**config.mk**
```make
export PLATFORM = sky130hd
export DESIGN_NAME = vif_ctrl
export DESIGN_NICKNAME = d
export VERILOG_FILES = /design/src/rtl/vif_pkg.sv /design/src/rtl/vif_mode_dec.sv /design/src/rtl/vif_flag_regs.sv /design/src/rtl/vif_word_pack.sv /design/src/rtl/vif_ctrl.sv
export SDC_FILE = /design/constraint.sdc
export NUM_CORES = 1
export LEC_CHECK = 0
export ABC_AREA = 1
export CORE_UTILIZATION = 24
export DETAILED_ROUTE_END_ITERATION = 12
export GPL_TIMING_DRIVEN = 0
export PLACE_DENSITY_LB_ADDON = 0.25
export SYNTH_ARGS = -nofsm -noshare
export SYNTH_HDL_FRONTEND = slang
export SYNTH_HIERARCHICAL = 1
export SYNTH_SLANG_ARGS = --single-unit
```
**constraint.sdc**
```tcl
create_clock -name clk -period 1.4 [get_ports clk]
set_input_delay 0.28 -clock clk [delete_from_list [all_inputs] [get_ports clk]]
set_output_delay 0.28 -clock clk [all_outputs]
set_load 0.01 [all_outputs]
```
**src/rtl/vif_pkg.sv**
```systemverilog
package vif_pkg;

  typedef enum logic [2:0] {
    OP_NONE = 3'd0,
    OP_CLR  = 3'd1,
    OP_SET  = 3'd2,
    OP_PUSH = 3'd3,
    OP_POP  = 3'd4
  } op_e;

  typedef enum logic [1:0] {
    M_NATIVE = 2'd0,
    M_DIRECT = 2'd1,
    M_VIRT   = 2'd2,
    M_TRAP   = 2'd3
  } mode_e;

  // Mode selection from the three steering inputs.
  function automatic mode_e classify(logic ext, logic pl_top, logic compat);
    if (!compat)     return M_NATIVE;
    else if (pl_top) return M_DIRECT;
    else if (ext)    return M_VIRT;
    else             return M_TRAP;
  endfunction

  // True for the four flag-touching instruction classes.
  function automatic logic is_flag_op(logic [2:0] op);
    return (op == OP_CLR) || (op == OP_SET) || (op == OP_PUSH) || (op == OP_POP);
  endfunction

endpackage

```
**src/rtl/vif_mode_dec.sv**
```systemverilog
module vif_mode_dec
  import vif_pkg::*;
#(
  parameter int PL_W = 2
) (
  input  logic            ext_en,
  input  logic [PL_W-1:0] iopl,
  input  logic            compat_mode,
  output mode_e           mode
);
  logic pl_top;
  assign pl_top = &iopl;
  assign mode   = classify(ext_en, pl_top, compat_mode);
endmodule

```
**src/rtl/vif_flag_regs.sv**
```systemverilog
module vif_flag_regs
  import vif_pkg::*;
(
  input  logic       clk,
  input  logic       rst,
  input  mode_e      mode,
  input  logic [2:0] op,
  input  logic       pop_ie,
  input  logic       mon_we,
  input  logic       mon_val,
  output logic       if_q,
  output logic       vif_q,
  output logic       vip_q,
  output logic       trap_q
);
  logic if_wr, if_nx, vif_wr, vif_nx, trap_now;

  always_comb begin
    if_wr    = 1'b0;
    if_nx    = if_q;
    vif_wr   = 1'b0;
    vif_nx   = vif_q;
    trap_now = 1'b0;
    unique case (mode)
      M_NATIVE, M_DIRECT: begin
        if (op == OP_CLR) begin
          if_wr = 1'b1; if_nx = 1'b0;
        end else if (op == OP_SET) begin
          if_wr = 1'b1; if_nx = 1'b1;
        end else if (op == OP_POP) begin
          if_wr = 1'b1; if_nx = pop_ie;
        end
      end
      M_VIRT: begin
        if (op == OP_CLR) begin
          vif_wr = 1'b1; vif_nx = 1'b0;
        end else if (op == OP_SET) begin
          if (vip_q) trap_now = 1'b1;
          else begin
            vif_wr = 1'b1; vif_nx = 1'b1;
          end
        end else if (op == OP_POP) begin
          vif_wr = 1'b1; vif_nx = pop_ie;
        end
      end
      M_TRAP: trap_now = is_flag_op(op);
      default: ;
    endcase
  end

  always_ff @(posedge clk) begin
    if (rst) begin
      if_q   <= 1'b0;
      vif_q  <= 1'b0;
      vip_q  <= 1'b0;
      trap_q <= 1'b0;
    end else begin
      trap_q <= trap_now;
      if (if_wr)  if_q  <= if_nx;
      if (vif_wr) vif_q <= vif_nx;
      if (mon_we) vip_q <= mon_val;
    end
  end

  p_if_hold_virt_r3: assert property (@(posedge clk) disable iff (rst)
    (mode == M_VIRT && (op == OP_CLR || op == OP_SET)) |=> $stable(if_q));

  p_trap_quiet_r5: assert property (@(posedge clk) disable iff (rst)
    (mode == M_TRAP && is_flag_op(op)) |=> (trap_q && $stable(if_q) && $stable(vif_q)));

  p_sti_pending_r7: assert property (@(posedge clk) disable iff (rst)
    (mode == M_VIRT && op == OP_SET && vip_q) |=> (trap_q && $stable(vif_q)));

  p_pop_virt_r10: assert property (@(posedge clk) disable iff (rst)
    (mode == M_VIRT && op == OP_POP) |=> (vif_q == $past(pop_ie) && $stable(if_q)));

  p_vip_mon_only_r11: assert property (@(posedge clk) disable iff (rst)
    !mon_we |=> $stable(vip_q));

  p_no_trap_virt_r6: assert property (@(posedge clk) disable iff (rst)
    (mode == M_VIRT && op != OP_SET) |=> !trap_q);
endmodule

```
**src/rtl/vif_word_pack.sv**
```systemverilog
module vif_word_pack
  import vif_pkg::*;
#(
  parameter int FLAG_W    = 32,
  parameter int IE_BIT    = 9,
  parameter int VIE_BIT   = 19,
  parameter int VPEND_BIT = 20
) (
  input  logic              clk,
  input  logic              rst,
  input  mode_e             mode,
  input  logic              if_q,
  input  logic              vif_q,
  input  logic              vip_q,
  output logic [FLAG_W-1:0] flags_word,
  output logic [FLAG_W-1:0] push_word
);
  always_comb begin
    for (int i = 0; i < FLAG_W; i++) begin
      if (i == IE_BIT)         flags_word[i] = if_q;
      else if (i == VIE_BIT)   flags_word[i] = vif_q;
      else if (i == VPEND_BIT) flags_word[i] = vip_q;
      else                     flags_word[i] = 1'b0;
    end
  end

  always_comb begin
    push_word = flags_word;
    if (mode == M_VIRT) push_word[IE_BIT] = vif_q;
  end

  p_push_image_r9: assert property (@(posedge clk) disable iff (rst)
    (mode == M_VIRT) |-> (push_word[IE_BIT] == flags_word[VIE_BIT]));
endmodule

```
**src/rtl/vif_ctrl.sv**
```systemverilog
module vif_ctrl
  import vif_pkg::*;
#(
  parameter int FLAG_W    = 32,
  parameter int PL_W      = 2,
  parameter int IE_BIT    = 9,
  parameter int VIE_BIT   = 19,
  parameter int VPEND_BIT = 20
) (
  input  logic              clk,
  input  logic              rst,
  input  logic              ext_en,
  input  logic [PL_W-1:0]   iopl,
  input  logic              compat_mode,
  input  logic [2:0]        op_code,
  input  logic [FLAG_W-1:0] pop_word,
  input  logic              irq_req,
  input  logic              mon_pend_we,
  input  logic              mon_pend_val,
  output logic [FLAG_W-1:0] flags_word,
  output logic [FLAG_W-1:0] push_word,
  output logic              irq_accept,
  output logic              trap_mon
);
  mode_e mode;
  logic  if_q, vif_q, vip_q;

  vif_mode_dec #(.PL_W(PL_W)) u_dec (
    .ext_en      (ext_en),
    .iopl        (iopl),
    .compat_mode (compat_mode),
    .mode        (mode)
  );

  vif_flag_regs u_regs (
    .clk     (clk),
    .rst     (rst),
    .mode    (mode),
    .op      (op_code),
    .pop_ie  (pop_word[IE_BIT]),
    .mon_we  (mon_pend_we),
    .mon_val (mon_pend_val),
    .if_q    (if_q),
    .vif_q   (vif_q),
    .vip_q   (vip_q),
    .trap_q  (trap_mon)
  );

  vif_word_pack #(
    .FLAG_W(FLAG_W), .IE_BIT(IE_BIT), .VIE_BIT(VIE_BIT), .VPEND_BIT(VPEND_BIT)
  ) u_pack (
    .clk        (clk),
    .rst        (rst),
    .mode       (mode),
    .if_q       (if_q),
    .vif_q      (vif_q),
    .vip_q      (vip_q),
    .flags_word (flags_word),
    .push_word  (push_word)
  );

  assign irq_accept = irq_req & if_q;

  p_accept_gate_r4: assert property (@(posedge clk) disable iff (rst)
    irq_accept |-> (irq_req && flags_word[IE_BIT]));

  p_trap_pulse_r12: assert property (@(posedge clk) disable iff (rst)
    (!is_flag_op(op_code)) |=> !trap_mon);
endmodule

```
Yosys cells after proc, flatten, opt, wreduce, memory -nomap -nowiden
Index checks and enable logic that the tools add are counted.
{"block": "op_classes", "n_bitwise": 1, "n_reduce_logical": 9, "eq_ne": 8, "n_mux": 22}
{"operator": "1-bit 2-to-1 mux", "n": 19}
{"operator": "3-bit by 2-bit equality test with 1-bit output (second input constant)", "n": 2}
{"operator": "2-bit equality test (second input constant)", "n": 2}
{"operator": "2-bit 2-to-1 mux", "n": 2}
{"operator": "4-bit AND reduction", "n": 1}
{"operator": "3-bit by 1-bit equality test with 1-bit output (second input constant)", "n": 1}
{"operator": "3-bit equality test (second input constant)", "n": 1}
{"operator": "1-bit logical OR", "n": 3}
{"operator": "3-bit != test (second input constant)", "n": 1}
{"operator": "3-bit AND reduction", "n": 1}
{"operator": "3-bit nonzero test", "n": 1}
{"operator": "2-bit by 1-bit equality test with 1-bit output (second input constant)", "n": 1}
{"operator": "2-bit zero test", "n": 1}
{"operator": "1-bit case mux with 2 select lines", "n": 1}
{"operator": "2-bit AND reduction", "n": 1}
{"operator": "2-bit OR reduction", "n": 1}
{"operator": "1-bit AND", "n": 1}
{"block": "totals", "wordCells": 44, "output_inout_bits": 66, "input_bits": 44, "register_bits": 4}

Longest topological paths before layout
{"block": "depth", "depth_word": 7, "ltp_mapped": 8, "depth_no_buf": 8}

Hierarchy
Netlist, hierarchy kept.
{"mod": "vif_word_pack", "cells_each": 69, "area_each_um2": 496.7, "instances": 1, "seq_area_each_um2": 0.0}
{"mod": "vif_flag_regs", "cells_each": 37, "area_each_um2": 234.0, "instances": 1, "seq_area_each_um2": 80.1}
{"mod": "vif_mode_dec", "cells_each": 4, "area_each_um2": 21.3, "instances": 1, "seq_area_each_um2": 0.0}
{"mod": "vif_ctrl", "cells_each": 2, "area_each_um2": 7.5, "instances": 1, "seq_area_each_um2": 0.0}

Worst setup path before layout
Ideal clock, no wire load.
{"block": "synth_path", "kind": "input to register", "startpoint": "input compat_mode", "endpoint": "register u_regs.vif_q", "n_path_buf": 0, "setup_ps": 115, "required_ps": 1285, "stages": 8, "t_arrival_ps": 1085, "slack_ps": 200, "cell_sequence": "inv_1 -> a21oi_1 -> inv_1 -> or2_0 -> nor2_2 -> nand3_1 -> nand2_1 -> nor2_1"}
{"block": "synth_via", "elab_chain_len": 4}
{"element": "start: declaration", "line": "vif_ctrl.sv:14", "text": "input logic compat_mode,"}
{"element": "2-bit 2-to-1 mux *", "line": "vif_pkg.sv:20", "text": "if (!compat) return M_NATIVE;"}
{"element": "net mode[1]", "line": "vif_ctrl.sv:25", "text": "mode_e mode;"}
{"element": "2-bit equality test *", "line": "vif_flag_regs.sv:24", "text": "unique case (mode)"}
{"element": "1-bit 2-to-1 mux", "line": "vif_flag_regs.sv:24"}
{"element": "4-bit AND reduction (no line) *"}
{"element": "end signal: assignment", "line": "vif_flag_regs.sv:60", "text": "if (vif_wr) vif_q <= vif_nx;"}
{"element": "end: declaration", "line": "vif_flag_regs.sv:12", "text": "output logic vif_q,"}
The timed path passes the listed nets; every way through them passes the cells marked *.
A chain may end at the register's enable or synchronous reset.

Worst setup path in the final report
{"block": "layout_path", "startpoint": "input irq_req", "endpoint": "output irq_accept"}
{"block": "layout_via", "elab_chain_len": 1}
{"element": "start: declaration", "line": "vif_ctrl.sv:17", "text": "input logic irq_req,"}
{"element": "1-bit AND", "line": "vif_ctrl.sv:62", "text": "assign irq_accept = irq_req & if_q;"}
{"element": "end: declaration", "line": "vif_ctrl.sv:22", "text": "output logic irq_accept,"}
Every way passes these cells.

==> results.md <==
- Fin nets: 241
- Final ANT Viol Nets: 0
- Largest net degree at the start of global routing: 5
- Worst Setup End Kind: output pin
- Clk_skew: 0.000821 ns
- Final min period: 1.35 ns
- DRT iter0 DRCs: 9
- Share of layout cells above drive strength 1: 0.410
- Final worst-path cycle share: 0.964
- Root Driver: clkbuf_4
- Dpl cell area: 1230 um^2
- Final Hold Viols: 0
- DRT Pass-1 Iters: 7
- Pleak: 0.838 nW
- Setup CP Type: input pin to output pin
- # port buffers: 20
- Largest area contributor in the netlist: buf_4
- Critical path startpoint: irq_req
- Warnings, synthesis: 6
- Worst r2r src: u_regs/vip_q
- Status: finished with violations
- Syn avg cell area: 6.78 um^2
- CP required: 1.12 ns
- Initial antenna violation count: 0
- Number of vias in the routed layout: around 680
- Global-route wire length before repair: ~1700 um
- P per Cell Area: approximately 460 nW/um^2
- I/O pin cnt: 110
- Worst-path fanout max: 1
- Vias/cell: roughly 2.8
- Final HPWL DP: 1060 um
- Core footprint: 3030 um^2
- Area share of the largest cell type after synthesis: 0.623
- Diode count: 0
- Crit start category: input pin
- Cts bufs inserted: 3
- Pwr Total: approximately 0.00059 W
- CP Data Arrival Time: roughly 1.1 ns
- Final Max Slew Viols: 0
- Failing checks: DRC
- Netlist cell types: 14
- Routed WL per cell: 4.87 um
- Die area: 3390 um^2
- Design area: 1270 um^2
- Dominant cells by area after synthesis: buf_4 62%, dfxtp_1 11%, nand2_1 5.9%, nor2_1 4.4%, inv_1 4.0%
- Final setup vio count: 0
- Mapped Cells: roughly 110
- Hold_buf cts: 0
- Routed wire length: 1160 um
- RSZ-0062 raised after global routing: no
- Maximum vdd drop: 0.308 mV
- Register area share after synthesis: 0.105
- Layout Cells excl Fill: around 240
- Die Ht: 58.3 um
- Total congestion overflow: 0
- Gr usage total: 0.0644
- Final TNS setup: 0 ns
- Htree depth: 1
- Area growth from synthesis to layout: 66.9%
- Clock transition at path regs: around 0.040 ns
- Placed Cells: 233
- Max-cap viol count: 0
- Clk sinks: 4
- Hold_sp: u_regs/vif_q
- GPL Wtd Cong: 0.666
- Die width: 58.3 um
- Worst Hold Class: register to register
- Num rows: 20
- CTS tree: built
- Post-route DRC: 1
- Bufs on Longest Clock Path: 2
- Synthesized area: 759 um^2
- Fmax achieved: ~740 MHz
- Post-layout util: 0.419
- #FFs+latches synth: 4
- Worst-Skew Late Latency: 0.23 ns
- Number of global-route vias before repair: 435
- Initial core utilization: 0.251
[cells by family (layout without fill, tap and decap cells)]
logic type,Yosys count,count (layout),share of synthesized area
flops,4,4,0.105
other cells,1,58,0.00494
buf+inv,72,98,0.667
compound gates,6,6,0.0478
simple gates,29,29,0.175
[cells in the mapped netlist]
master and n:
nor2_1 9, inv_2 1, a21oi_1 4, or2_0 1
conb_1 1, o211ai_1 1, a21oi_2 1, nand3_2 2
inv_1 8, dfxtp_1 4, nand2_1 12, buf_4 63
nor2_2 2, nand3_1 3
[critical path: stages]
cell and delay (ns):
clkdlybuf4s50_1 0.45, nand2_1 0.05, inv_1 0.04, dlygate4sd2_1 0.25
[per-stage QoR]
step / worst slack, ns / hold WS (ns)
after floorplan: 0.200 / 0.352
after global placement: -0.651 / 0.528
after detailed placement: -0.656 / 0.535
after CTS: 0.0431 / 0.510
after global routing: 0.00478 / 0.568
final: 0.0505 / 0.505
[layout make-up]
cell class | instances | area (um^2)
clock buffer | 3 | 22.5
fill | 327 | 1760
tap | 44 | 55.1
multi-input combinational | 93 | 390
inverter | 9 | 33.8
buffer | 63 | 473
sequential | 4 | 82.6
timing repair buffer | 23 | 210
[what timing repair did]
action,in CTS,in global routing
endpoints found under the setup margin,8,3
buffers inserted,3,0
resized for setup,18,3
pin swaps,3,1
[routing by layer]
layer / up-vias / global-route usage / wire length [um]
met1: 247 / 0.0710 / 443
met2: 46 / 0.107 / 542
li1: 385 / - / -
met4: 0 / 0.0102 / 0
met5: - / 0 / 0
met3: 0 / 0.0402 / 177
[flip-flops by register name (all words and copies together), names as in the netlist]
| name | count |
|---|---|
| u_regs/vip_q | 1 |
| u_regs/trap_q | 1 |
| u_regs/vif_q | 1 |
| u_regs/if_q | 1 |
[path summary, 6_finish.rpt]
path	endpoint	slack, ns	depth (start not counted)
max	irq_accept	0.05	4
min	u_regs/vif_q	0.50	2
max reg2reg	u_regs/vif_q	0.50	5
min reg2reg	u_regs/vif_q	0.50	2
[power by group]
| group | leakage, nW | total [W] | switching [W] | internal (W) |
|---|---|---|---|---|
| Clock | 0.0138 | 0.000139 | 0.0000433 | 0.0000956 |
| Combinational | 0.790 | 0.000320 | 0.000143 | 0.000176 |
| Sequential | 0.0336 | 0.000128 | 0.00000553 | 0.000122 |
[layout by cell type, fill, tap and decap left out, drive strengths merged]
cell / synthesis / routed
a21oi: 5 / 5
or2: 1 / 1
dfxtp: 4 / 4
nand2: 12 / 12
inv: 9 / 9
dlygate4sd2: 0 / 8
o211ai: 1 / 1
dlymetal6s2s: 0 / 1
nand3: 5 / 5
buf: 63 / 67
clkbuf: 0 / 3
nor2: 11 / 11
clkdlybuf4s15: 0 / 2
clkdlybuf4s50: 0 / 8
conb: 1 / 58
(Power assumes the default switching activity.)
